[src/rtl/tw_pkg.sv]
// Shared types and helpers for the timer/watchdog block.
// Assumes an 8-bit prescaler and a 3-bit ratio select.
package tw_pkg;
    localparam int PRE_W = 8;

    typedef struct packed {
        logic       wdt_off;    // 1: software watchdog enable off
        logic       spare;      // general purpose, no effect
        logic       src_ext;    // 1: count external pin edges
        logic       fall_edge;  // 1: falling edge active
        logic       pre_to_wdt; // 1: prescaler serves watchdog
        logic [2:0] ps;         // divide select
    } mode_t;

    localparam logic [7:0] MODE_RST = 8'hFF;

    // Low-order mask whose all-ones state marks the last event of a period
    function automatic logic [PRE_W-1:0] tap_mask(input logic [2:0] ps, input logic for_wdt);
        logic [3:0]       n;
        logic [PRE_W-1:0] msk;
        n = {1'b0, ps} + (for_wdt ? 4'd0 : 4'd1);
        for (int i = 0; i < PRE_W; i++) msk[i] = (4'(i) < n);
        return msk;
    endfunction
endpackage

[src/rtl/tw_pin_edge.sv]
// Synchronizes an asynchronous pin and flags one selected edge per transition.
// Assumes the pin is stable for at least two clocks between transitions.
module tw_pin_edge #(
    parameter int SYNC_STAGES = 2
) (
    input  logic clk,
    input  logic rst_n,
    input  logic pin,
    input  logic fall_sel,
    output logic evt
);
    localparam int SH_W = SYNC_STAGES + 1;

    logic [SH_W-1:0] sh;

    // Shift the pin through the synchronizer and one history stage
    always_ff @(posedge clk) begin
        if (!rst_n) sh <= '0;
        else        sh <= {sh[SH_W-2:0], pin};
    end

    assign evt = fall_sel ? (sh[SH_W-1] & ~sh[SH_W-2])
                          : (~sh[SH_W-1] & sh[SH_W-2]);
endmodule

[src/rtl/tw_prescaler.sv]
// Event divider: counts input events and emits a tick on the last event of a
// period given by a low-order mask. A clear restarts the count.
// Assumes evt is a single-cycle qualifier.
module tw_prescaler
    import tw_pkg::*;
(
    input  logic             clk,
    input  logic             rst_n,
    input  logic             clr,
    input  logic             evt,
    input  logic [PRE_W-1:0] mask,
    output logic             tick
);
    logic [PRE_W-1:0] cnt;

    // Advance on each event, restart on clear
    always_ff @(posedge clk) begin
        if (!rst_n)   cnt <= '0;
        else if (clr) cnt <= '0;
        else if (evt) cnt <= cnt + 1'b1;
    end

    assign tick = evt && ((cnt & mask) == mask);
endmodule

[src/rtl/tw_watchdog.sv]
// Watchdog counter with restart, sleep state and the two status flags.
// Assumes inc is a single-cycle qualifier; restarts win over an advance.
module tw_watchdog #(
    parameter int WDT_W = 8
) (
    input  logic clk,
    input  logic rst_n,
    input  logic en,
    input  logic inc,
    input  logic clr,
    input  logic slp,
    output logic fire,
    output logic rst_pulse,
    output logic tmo_flag,
    output logic pwr_flag,
    output logic sleeping
);
    logic [WDT_W-1:0] cnt;

    assign fire = en && inc && !clr && !slp && (cnt == {WDT_W{1'b1}});

    // Watchdog count: restarted by strobes, timeout or disable
    always_ff @(posedge clk) begin
        if (!rst_n)                        cnt <= '0;
        else if (clr || slp || fire || !en) cnt <= '0;
        else if (inc)                      cnt <= cnt + 1'b1;
    end

    // Status flags and sleep state
    always_ff @(posedge clk) begin
        if (!rst_n) begin
            tmo_flag <= 1'b1;
            pwr_flag <= 1'b1;
            sleeping <= 1'b0;
        end else if (fire) begin
            tmo_flag <= 1'b0;
            pwr_flag <= ~sleeping;
            sleeping <= 1'b0;
        end else if (slp) begin
            tmo_flag <= 1'b1;
            pwr_flag <= 1'b0;
            sleeping <= 1'b1;
        end else if (clr) begin
            tmo_flag <= 1'b1;
            pwr_flag <= 1'b1;
        end
    end

    // Registered one-cycle timeout pulse
    always_ff @(posedge clk) begin
        if (!rst_n) rst_pulse <= 1'b0;
        else        rst_pulse <= fire;
    end
endmodule

[src/rtl/tmr_wdt_core.sv]
// 8-bit counter and watchdog sharing one prescaler, steered by a mode register.
// Assumes strobes are single-cycle and synchronous to clk; ext_pin is asynchronous.
module tmr_wdt_core
    import tw_pkg::*;
#(
    parameter int WDT_W           = 8,
    parameter bit FUSE_WDT_ALWAYS = 1'b0,
    parameter bit SW_WDT_ALLOW    = 1'b1
) (
    input  logic       clk,
    input  logic       rst_n,
    input  logic       cyc_stb,
    input  logic       ext_pin,
    input  logic       wdt_tick,
    input  logic       mode_we,
    input  logic [7:0] mode_wdata,
    input  logic       cnt_we,
    input  logic [7:0] cnt_wdata,
    input  logic       clrwdt_stb,
    input  logic       sleep_stb,
    output logic [7:0] cnt_q,
    output logic [7:0] mode_q,
    output logic       wdt_rst,
    output logic       tmo_flag,
    output logic       pwr_flag,
    output logic       sleeping
);
    mode_t            mode_r;
    logic             wdt_en;
    logic             ext_evt;
    logic             tmr_evt;
    logic             pre_evt;
    logic             pre_clr;
    logic             pre_tick;
    logic [PRE_W-1:0] pre_mask;
    logic             cnt_inc;
    logic             wdt_inc;
    logic             fire;
    logic [7:0]       cnt_r;

    // Watchdog enable variant picked by build options
    generate
        if (FUSE_WDT_ALWAYS) begin : g_wdt_fixed
            assign wdt_en = 1'b1;
        end else if (SW_WDT_ALLOW) begin : g_wdt_sw
            assign wdt_en = ~mode_r.wdt_off;
        end else begin : g_wdt_never
            assign wdt_en = 1'b0;
        end
    endgenerate

    // Mode register: restored on timeout, else written by software
    always_ff @(posedge clk) begin
        if (!rst_n)       mode_r <= mode_t'(MODE_RST);
        else if (fire)    mode_r <= mode_t'(MODE_RST);
        else if (mode_we) mode_r <= mode_t'(mode_wdata);
    end

    tw_pin_edge #(.SYNC_STAGES(2)) u_edge (
        .clk      (clk),
        .rst_n    (rst_n),
        .pin      (ext_pin),
        .fall_sel (mode_r.fall_edge),
        .evt      (ext_evt)
    );

    assign tmr_evt  = !sleeping && (mode_r.src_ext ? ext_evt : cyc_stb);
    assign pre_evt  = mode_r.pre_to_wdt ? (wdt_tick && wdt_en) : tmr_evt;
    assign pre_mask = tap_mask(mode_r.ps, mode_r.pre_to_wdt);
    assign pre_clr  = cnt_we || mode_we || fire
                   || (mode_r.pre_to_wdt && (clrwdt_stb || sleep_stb));

    tw_prescaler u_pre (
        .clk   (clk),
        .rst_n (rst_n),
        .clr   (pre_clr),
        .evt   (pre_evt),
        .mask  (pre_mask),
        .tick  (pre_tick)
    );

    assign cnt_inc = mode_r.pre_to_wdt ? tmr_evt : pre_tick;
    assign wdt_inc = mode_r.pre_to_wdt ? pre_tick : (wdt_tick && wdt_en);

    // Counter: load wins over advance; wraps naturally
    always_ff @(posedge clk) begin
        if (!rst_n)       cnt_r <= '0;
        else if (cnt_we)  cnt_r <= cnt_wdata;
        else if (cnt_inc) cnt_r <= cnt_r + 8'd1;
    end

    tw_watchdog #(.WDT_W(WDT_W)) u_wdt (
        .clk       (clk),
        .rst_n     (rst_n),
        .en        (wdt_en),
        .inc       (wdt_inc),
        .clr       (clrwdt_stb),
        .slp       (sleep_stb),
        .fire      (fire),
        .rst_pulse (wdt_rst),
        .tmo_flag  (tmo_flag),
        .pwr_flag  (pwr_flag),
        .sleeping  (sleeping)
    );

    assign cnt_q  = cnt_r;
    assign mode_q = mode_r;
endmodule

[config.mk]
export PLATFORM = sky130hd
export DESIGN_NAME = tmr_wdt_core
export DESIGN_NICKNAME = d
export VERILOG_FILES = /design/src/rtl/tw_pkg.sv /design/src/rtl/tw_pin_edge.sv /design/src/rtl/tw_prescaler.sv /design/src/rtl/tw_watchdog.sv /design/src/rtl/tmr_wdt_core.sv
export SDC_FILE = /design/constraint.sdc
export NUM_CORES = 1
export LEC_CHECK = 0
export BUFFER_PORTS_ARGS = -buffer_cell sky130_fd_sc_hd__buf_2
export CORE_MARGIN = 10
export CORE_UTILIZATION = 33
export CTS_CLUSTER_DIAMETER = 150
export CTS_CLUSTER_SIZE = 10
export DETAILED_ROUTE_END_ITERATION = 7
export GPL_TIMING_DRIVEN = 0
export PLACE_DENSITY = 0.53
export SLEW_MARGIN = 20
export SYNTH_ARGS = -nofsm -noshare
export SYNTH_HDL_FRONTEND = slang
export SYNTH_SLANG_ARGS = --single-unit
[constraint.sdc]
create_clock -name clk -period 2.7 [get_ports clk]
set_input_delay 0.27 -clock clk [delete_from_list [all_inputs] [get_ports clk]]
set_output_delay 0.27 -clock clk [all_outputs]
set_load 0.05 [all_outputs]
## Word level (Yosys, flattened, before mapping)

Index checks and enable logic that the tools add are counted.
W data, S select, Z words.

- Add/sub/neg operators: 4
- $lt $le $gt $ge: 8
- Eq/ne operators: 2
- Muxes and demuxes: 13
- Bitwise operators: 8
- Reduce and logical (&&, ||, !) cells: 22

Operators with widths:

| operator | count |
|---|---|
| $add A8 B1 Y8 const B | 3 |
| $lt A3 B4 Y1 const A | 4 |
| $mux W8 | 2 |
| $mux W1 | 11 |
| $and A8 B8 Y8 | 1 |
| $eq A8 B8 Y1 | 1 |
| $eq A8 B8 Y1 const B | 1 |
| $logic_and A1 B1 Y1 | 8 |
| $lt A1 B4 Y1 const A | 2 |
| $lt A2 B4 Y1 const A | 2 |
| $logic_or A1 B1 Y1 | 6 |
| $reduce_or A2 Y1 | 3 |
| $not A1 Y1 | 5 |
| $add A3 B1 Y4 | 1 |
| $logic_not A1 Y1 | 3 |
| $reduce_bool A3 Y1 | 1 |
| $and A1 B1 Y1 | 2 |
| $reduce_bool A2 Y1 | 1 |

- Bits in registers: 39
- Output and inout port bits: 20
- Logic and storage cells: 71

## Logic depth before layout (Yosys ltp)

- Depth after elaboration: 15
- Depth in mapped cells: 10
- Depth with buffers taken out: 9

## By module

A second synthesis with hierarchy kept.

- Cells, all modules: 236
- Area total of the unflattened synthesis: 2033.2 sq um

By module, submodules not included:

| module | times used | cells an instance | area an instance (sq um) | sequential area each (sq um) |
|---|---|---|---|---|
| tmr_wdt_core | 1 | 118 | 970.9 | 320.3 |
| tw_watchdog | 1 | 59 | 538.0 | 240.2 |
| tw_prescaler | 1 | 50 | 422.9 | 160.2 |
| tw_pin_edge | 1 | 9 | 101.3 | 60.1 |

## Worst setup path after synthesis

Ideal clock, no wire load.

- Kind: reg2reg
- From: register mode_r (netlist bit mode_q[3])
- To: register u_wdt.tmo_flag
- Library setup time: 0.114 ns
- Arrival time: 2.746 ns
- Required time: 2.586 ns
- Path slack: -0.160 ns
- Cell stages (with the launch flop): 10
- Path buffers: 0
- Clock period less this slack: 2.860 ns
- Path through: dfxtp_1 > inv_1 > ha_1 > ha_1 > nor2b_1 > o21ai_0 > a21oi_1 > or2_1 > or3_1 > a21o_1

- Longest elaborated chain between the ends: 12

RTL lines:

| what | line | source |
|---|---|---|
| from (decl) | tmr_wdt_core.sv:28 | `mode_t mode_r;` |
| from (signal assigned) | tmr_wdt_core.sv:54 | `if (!rst_n) mode_r <= mode_t'(MODE_RST);` |
| from (signal assigned) | tmr_wdt_core.sv:55 | `else if (fire) mode_r <= mode_t'(MODE_RST);` |
| from (signal assigned) | tmr_wdt_core.sv:56 | `else if (mode_we) mode_r <= mode_t'(mode_wdata);` |
| $mux W1 | tw_pkg.sv:21 | `n = {1'b0, ps} + (for_wdt ? 4'd0 : 4'd1);` |
| $add A3 B1 Y4 | tw_pkg.sv:21 |  |
| $lt A1 B4 Y1, or another cell as far along | tw_pkg.sv:22 | `for (int i = 0; i < PRE_W; i++) msk[i] = (4'(i) < n);` |
| $and A8 B8 Y8 | tw_prescaler.sv:23 | `assign tick = evt && ((cnt & mask) == mask);` |
| $eq A8 B8 Y1 | tw_prescaler.sv:23 |  |
| $logic_and A1 B1 Y1 | tw_prescaler.sv:23 |  |
| $mux W1 * | tmr_wdt_core.sv:83 | `assign wdt_inc = mode_r.pre_to_wdt ? pre_tick : (wdt_tick && wdt_en);` |
| $logic_and A1 B1 Y1 * (4 in series) | tw_watchdog.sv:20 | `assign fire = en && inc && !clr && !slp && (cnt == {WDT_W{1'b1}});` |
| $reduce_bool A3 Y1 (no source line) / $mux W1 (equally long branches) | -- |  |
| to (signal assigned) | tw_watchdog.sv:32 | `tmo_flag <= 1'b1;` |
| to (signal assigned) | tw_watchdog.sv:36 | `tmo_flag <= 1'b0;` |
| to (signal assigned) | tw_watchdog.sv:40 | `tmo_flag <= 1'b1;` |
| to (decl) | tw_watchdog.sv:14 | `output logic tmo_flag,` |

Mark *: on every way between the ends. The rest lies on a longest branch, timed or not.
A chain may end at the register's enable or synchronous reset.

## Worst setup path after layout

- From: register mode_r (netlist bit mode_q[3])
- To: register u_pre.cnt[4]

- Longest elaborated chain between the ends: 14

RTL lines:

| what | line | source |
|---|---|---|
| $mux W1 | tw_pkg.sv:21 |  |
| $add A3 B1 Y4 | tw_pkg.sv:21 |  |
| $lt A1 B4 Y1, or another cell as far along | tw_pkg.sv:22 |  |
| $and A8 B8 Y8 | tw_prescaler.sv:23 |  |
| $eq A8 B8 Y1 | tw_prescaler.sv:23 |  |
| $logic_and A1 B1 Y1 | tw_prescaler.sv:23 |  |
| $mux W1 | tmr_wdt_core.sv:83 |  |
| $logic_and A1 B1 Y1 (4 in series) | tw_watchdog.sv:20 |  |
| $logic_or A1 B1 Y1 | tmr_wdt_core.sv:70 | `assign pre_clr = cnt_we \|\| mode_we \|\| fire` |
| $logic_or A1 B1 Y1 | tmr_wdt_core.sv:71 | `\|\| (mode_r.pre_to_wdt && (clrwdt_stb \|\| sleep_stb));` |
| $reduce_or A2 Y1 (no source line) | -- |  |
| to (signal assigned) | tw_prescaler.sv:20 | `else if (evt) cnt <= cnt + 1'b1;` |
| to (decl) | tw_prescaler.sv:14 | `logic [PRE_W-1:0] cnt;` |

Several ways; a longest one is shown, not always the timed one.

==> run_summary.xml <==
<?xml version="1.0" encoding="UTF-8"?>
<metrics>
  <group name="run_status">
    <metric name="outcome" unit="">finished, final reports clean</metric>
  </group>
  <group name="routing">
    <metric name="drt-vias-per-instance" unit="">4.91</metric>
    <metric name="totalWireLength" unit="mm">4.79</metric>
    <metric name="post-route-drc-count" unit="">0</metric>
    <metric name="drt-initial-drc-count" unit="">67</metric>
    <metric name="drt_pass1_iterations" unit="">6</metric>
    <metric name="number_of_vias_in_the_routed_layout" unit="">1684</metric>
    <metric name="routed_wire_length_per_instance" unit="um">14.0</metric>
    <metric name="detail-route-antenna-nets" unit="">0</metric>
  </group>
  <group name="setup_path">
    <metric name="required" unit="ns">2.92</metric>
    <metric name="setup.worst_path.end_class" unit="">flop</metric>
    <metric name="timing.critical_path.arrival" unit="ns">2.75</metric>
    <metric name="cp-start-kind" unit="">flop</metric>
    <metric name="crit_path_max_fo" unit="">10</metric>
    <metric name="setup.worst_path.class" unit="">flop to flop</metric>
  </group>
  <group name="yosys">
    <metric name="ys.flop_type" unit="">dfxtp_1</metric>
    <metric name="synth_edf_count" unit="">0</metric>
    <metric name="synth_cell_types" unit="">44</metric>
    <metric name="yosysWarningCount" unit="">0</metric>
    <metric name="netlist_area" unit="um^2">1870</metric>
    <metric name="synthesis.instances" unit="">217</metric>
    <metric name="async_reset_ff_frac" unit="">0</metric>
    <metric name="synth_largest_type_area_fraction" unit="">0.417</metric>
    <metric name="synth_area_per_cell" unit="um^2">8.64</metric>
    <metric name="netlist_top_cells_area" unit="">dfxtp_1 42%, mux2i_1 5.3%, nor2_1 5.0%</metric>
    <metric name="syn_nets" unit="">247</metric>
    <metric name="yosys_register_bits" unit="">39</metric>
    <metric name="yosysSeqAreaShare" unit="">0.417</metric>
    <metric name="dominant_cell_type_by_area_after_synthesis" unit="">dfxtp_1</metric>
  </group>
  <group name="timing">
    <metric name="worst-slew-pin-transition" unit="ns">0.705</metric>
    <metric name="hold_violation_total_from_the_final_report" unit="">0</metric>
    <metric name="post_route_fraction_of_the_period_consumed_by_the_critical_path" unit="">0.936</metric>
    <metric name="timing.max_slew.rel_slack" unit="">0.530</metric>
    <metric name="whs" unit="ns">0.199</metric>
    <metric name="finalSetupViolations" unit="">0</metric>
    <metric name="timing.final.max_slew_violations" unit="">0</metric>
    <metric name="timing.clock.skew" unit="ns">0.00580</metric>
    <metric name="maxClockFrequency" unit="MHz">396</metric>
    <metric name="period_needed" unit="ns">2.53</metric>
  </group>
  <group name="clock_network">
    <metric name="cts_made_buffers" unit="">5</metric>
    <metric name="cts.hold.buffers_added" unit="">0</metric>
    <metric name="tritoncts" unit="">built</metric>
    <metric name="cts_sinks" unit="">39</metric>
    <metric name="cts.clk_slew.worst_paths" unit="ns">0.07</metric>
    <metric name="clock-root-buffer" unit="">clkbuf_8</metric>
    <metric name="cts-htree-levels" unit="">2</metric>
    <metric name="cts_max_path_buffers" unit="">2</metric>
    <metric name="clk_latency_worst_skew_pair" unit="ns">0.28</metric>
  </group>
  <group name="pwr">
    <metric name="finalPower" unit="mW">1.19</metric>
    <metric name="vdd.ir_drop.worst" unit="mV">0.186</metric>
    <metric name="power_density" unit="nW/um^2">513</metric>
    <metric name="cellLeakagePower" unit="nW">0.884</metric>
  </group>
  <group name="cells_and_area">
    <metric name="n_fill_cell" unit="">575</metric>
    <metric name="n_antenna_cell" unit="">0</metric>
    <metric name="final_cells" unit="">343</metric>
    <metric name="final_area" unit="um^2">2330</metric>
    <metric name="post_route_cells_drive_above_1_share" unit="">0.255</metric>
    <metric name="fin_util" unit="">0.423</metric>
    <metric name="syn2layout_area_growth" unit="%">24.2</metric>
    <metric name="final_nets" unit="">302</metric>
  </group>
  <group name="floorplan">
    <metric name="floorplan.initialDensity" unit="">0.340</metric>
    <metric name="core.rowCount" unit="">27</metric>
    <metric name="die-width" unit="um">95.4</metric>
    <metric name="core_box_area" unit="um^2">5510</metric>
    <metric name="die_footprint" unit="um^2">9090</metric>
    <metric name="floorplan.io_pins" unit="">45</metric>
    <metric name="floorplan.die.height" unit="um">95.4</metric>
  </group>
  <group name="global_route">
    <metric name="grt_pass1_vias" unit="">1672</metric>
    <metric name="gr-total-overflow" unit="">0</metric>
    <metric name="grt_pass1_wl" unit="mm">7.92</metric>
    <metric name="grt.total_usage" unit="">0.108</metric>
    <metric name="number_of_antenna_violations_at_the_first_check_in_global_routing" unit="">0</metric>
    <metric name="grt_max_degree" unit="">11</metric>
  </group>
  <group name="place">
    <metric name="port_buffers" unit="">43</metric>
    <metric name="dpl.cell_count" unit="">332</metric>
    <metric name="gp_congestion" unit="">0.818</metric>
    <metric name="detailedPlacementHpwl" unit="mm">3.60</metric>
    <metric name="dpl_cell_area" unit="um^2">2180</metric>
  </group>
  <group name="job">
    <metric name="drv_cap" unit="">0</metric>
  </group>
  <group name="hold_path">
    <metric name="worstHoldPathType" unit="">primary input to flop</metric>
  </group>
</metrics>
==> critical path, stage by stage (launching register included) <==
cell	delay [ns]
dfxtp_4	0.38
clkinvlp_4	0.12
ha_1	0.25
ha_4	0.17
a21boi_0	0.13
a211o_1	0.33
a21oi_2	0.33
o31a_1	0.19
buf_4	0.18
o211ai_1	0.10
buf_4	0.18
a21oi_1	0.11
==> per-stage QoR <==
step	setup TNS (ns)	worst slack [ns]
detailed placement	-1.67	-0.192
floorplan	0	0.0718
global placement	-0.991	-0.136
global route	-0.0188	-0.0106
finish	0	0.172
CTS	0	0.0832
==> worst paths after layout <==
kind / start / end / slack (ns) / cells past startpoint
setup reg to reg: mode_q[3] / u_pre.cnt[4] / 0.17 / 11
setup / recovery: mode_q[3] / u_pre.cnt[4] / 0.17 / 11
hold reg to reg: u_edge.sh[0] / u_edge.sh[1] / 0.43 / 1
hold / removal: ext_pin / u_edge.sh[0] / 0.20 / 2
==> cells in the mapped netlist, types with 2 or more instances <==
| master | number |
|---|---|
| dfxtp_1 | 39 |
| nor2_1 | 25 |
| nand2_1 | 23 |
| o21ai_0 | 14 |
| mux2i_1 | 10 |
| a21oi_1 | 8 |
| a31oi_1 | 7 |
| nand3_1 | 7 |
| xor2_1 | 7 |
| or3_1 | 6 |
| ha_1 | 5 |
| inv_1 | 5 |
| nand4_1 | 5 |
| xnor2_1 | 5 |
| and2_1 | 4 |
| o211ai_1 | 4 |
| nor2b_1 | 3 |
| or2_2 | 3 |
| a211o_1 | 2 |
| a21o_1 | 2 |
| and3_1 | 2 |
| buf_4 | 2 |
| clkbuf_1 | 2 |
| nand2b_1 | 2 |
| nor3_1 | 2 |
| nor4b_1 | 2 |
| o21a_1 | 2 |
| o31ai_1 | 2 |
| or4_1 | 2 |
==> flip-flops by register name (all words and copies together) (netlist names) <==
register and flops:
cnt_q 8, u_edge.sh 3, u_pre.cnt 8, u_wdt.sleeping 1
u_wdt.tmo_flag 1, u_wdt.pwr_flag 1, mode_q 8, u_wdt.cnt 8
u_wdt.rst_pulse 1
==> final cells by class <==
type | instances | area [um^2] | share of cell area
plain buffers | 6 | 33.8 | 0.0145
repair buffers | 48 | 253 | 0.109
well taps | 72 | 90.1 | 0.0387
clock buffers | 6 | 72.6 | 0.0312
flip-flops and latches | 39 | 785 | 0.337
multi-input cells | 167 | 1070 | 0.460
inverters | 5 | 22.5 | 0.00968
==> cell usage in the layout (no fill, tap or decap), drive strengths merged, types with 3 or more instances in the layout <==
cell type,count
or3,6
nand3,7
and2,4
a31oi,7
clkbuf,9
inv,4
or2,4
a21oi,8
nor2,25
buf,51
dfxtp,39
nand4,5
ha,5
xnor2,5
nor2b,3
nand2,23
mux2i,10
o21ai,14
o211ai,4
xor2,7
==> layer usage <==
| metal | track usage | routed length (um) | vias up |
|---|---|---|---|
| met1 | 0.142 | 2400 | 746 |
| met5 | 0 | 0 | - |
| li1 | - | - | 890 |
| met2 | 0.162 | 2040 | 46 |
| met3 | 0.0338 | 301 | 2 |
| met4 | 0.0374 | 48 | 0 |
==> where the power goes <==
part	internal, mW	switching [mW]	total (mW)
Combinational	0.0749	0.143	0.218
Sequential	0.595	0.0207	0.616
Clock	0.172	0.187	0.359
Total	0.842	0.351	1.19
==> timing repair <==
action / 4_1_cts / 5_1_grt
setup buffers: 1 / 4
pin swaps: 1 / 3
endpoints found under the setup margin: 16 / 21
gates resized for setup: 3 / 7
==> kinds of logic after synthesis <==
logic type / count (synthesis) / share of synthesized area
buffers and inverters: 11 / 0.0267
AO/OA/AOI/OAI: 49 / 0.171
flip-flops: 39 / 0.417
AND/OR/NAND/NOR: 90 / 0.237
adder cells (fa/ha/maj): 5 / 0.0334
multiplexers: 11 / 0.0594
XOR/XNOR: 12 / 0.0561
No activity file was read; power rests on OpenSTA's default activity.
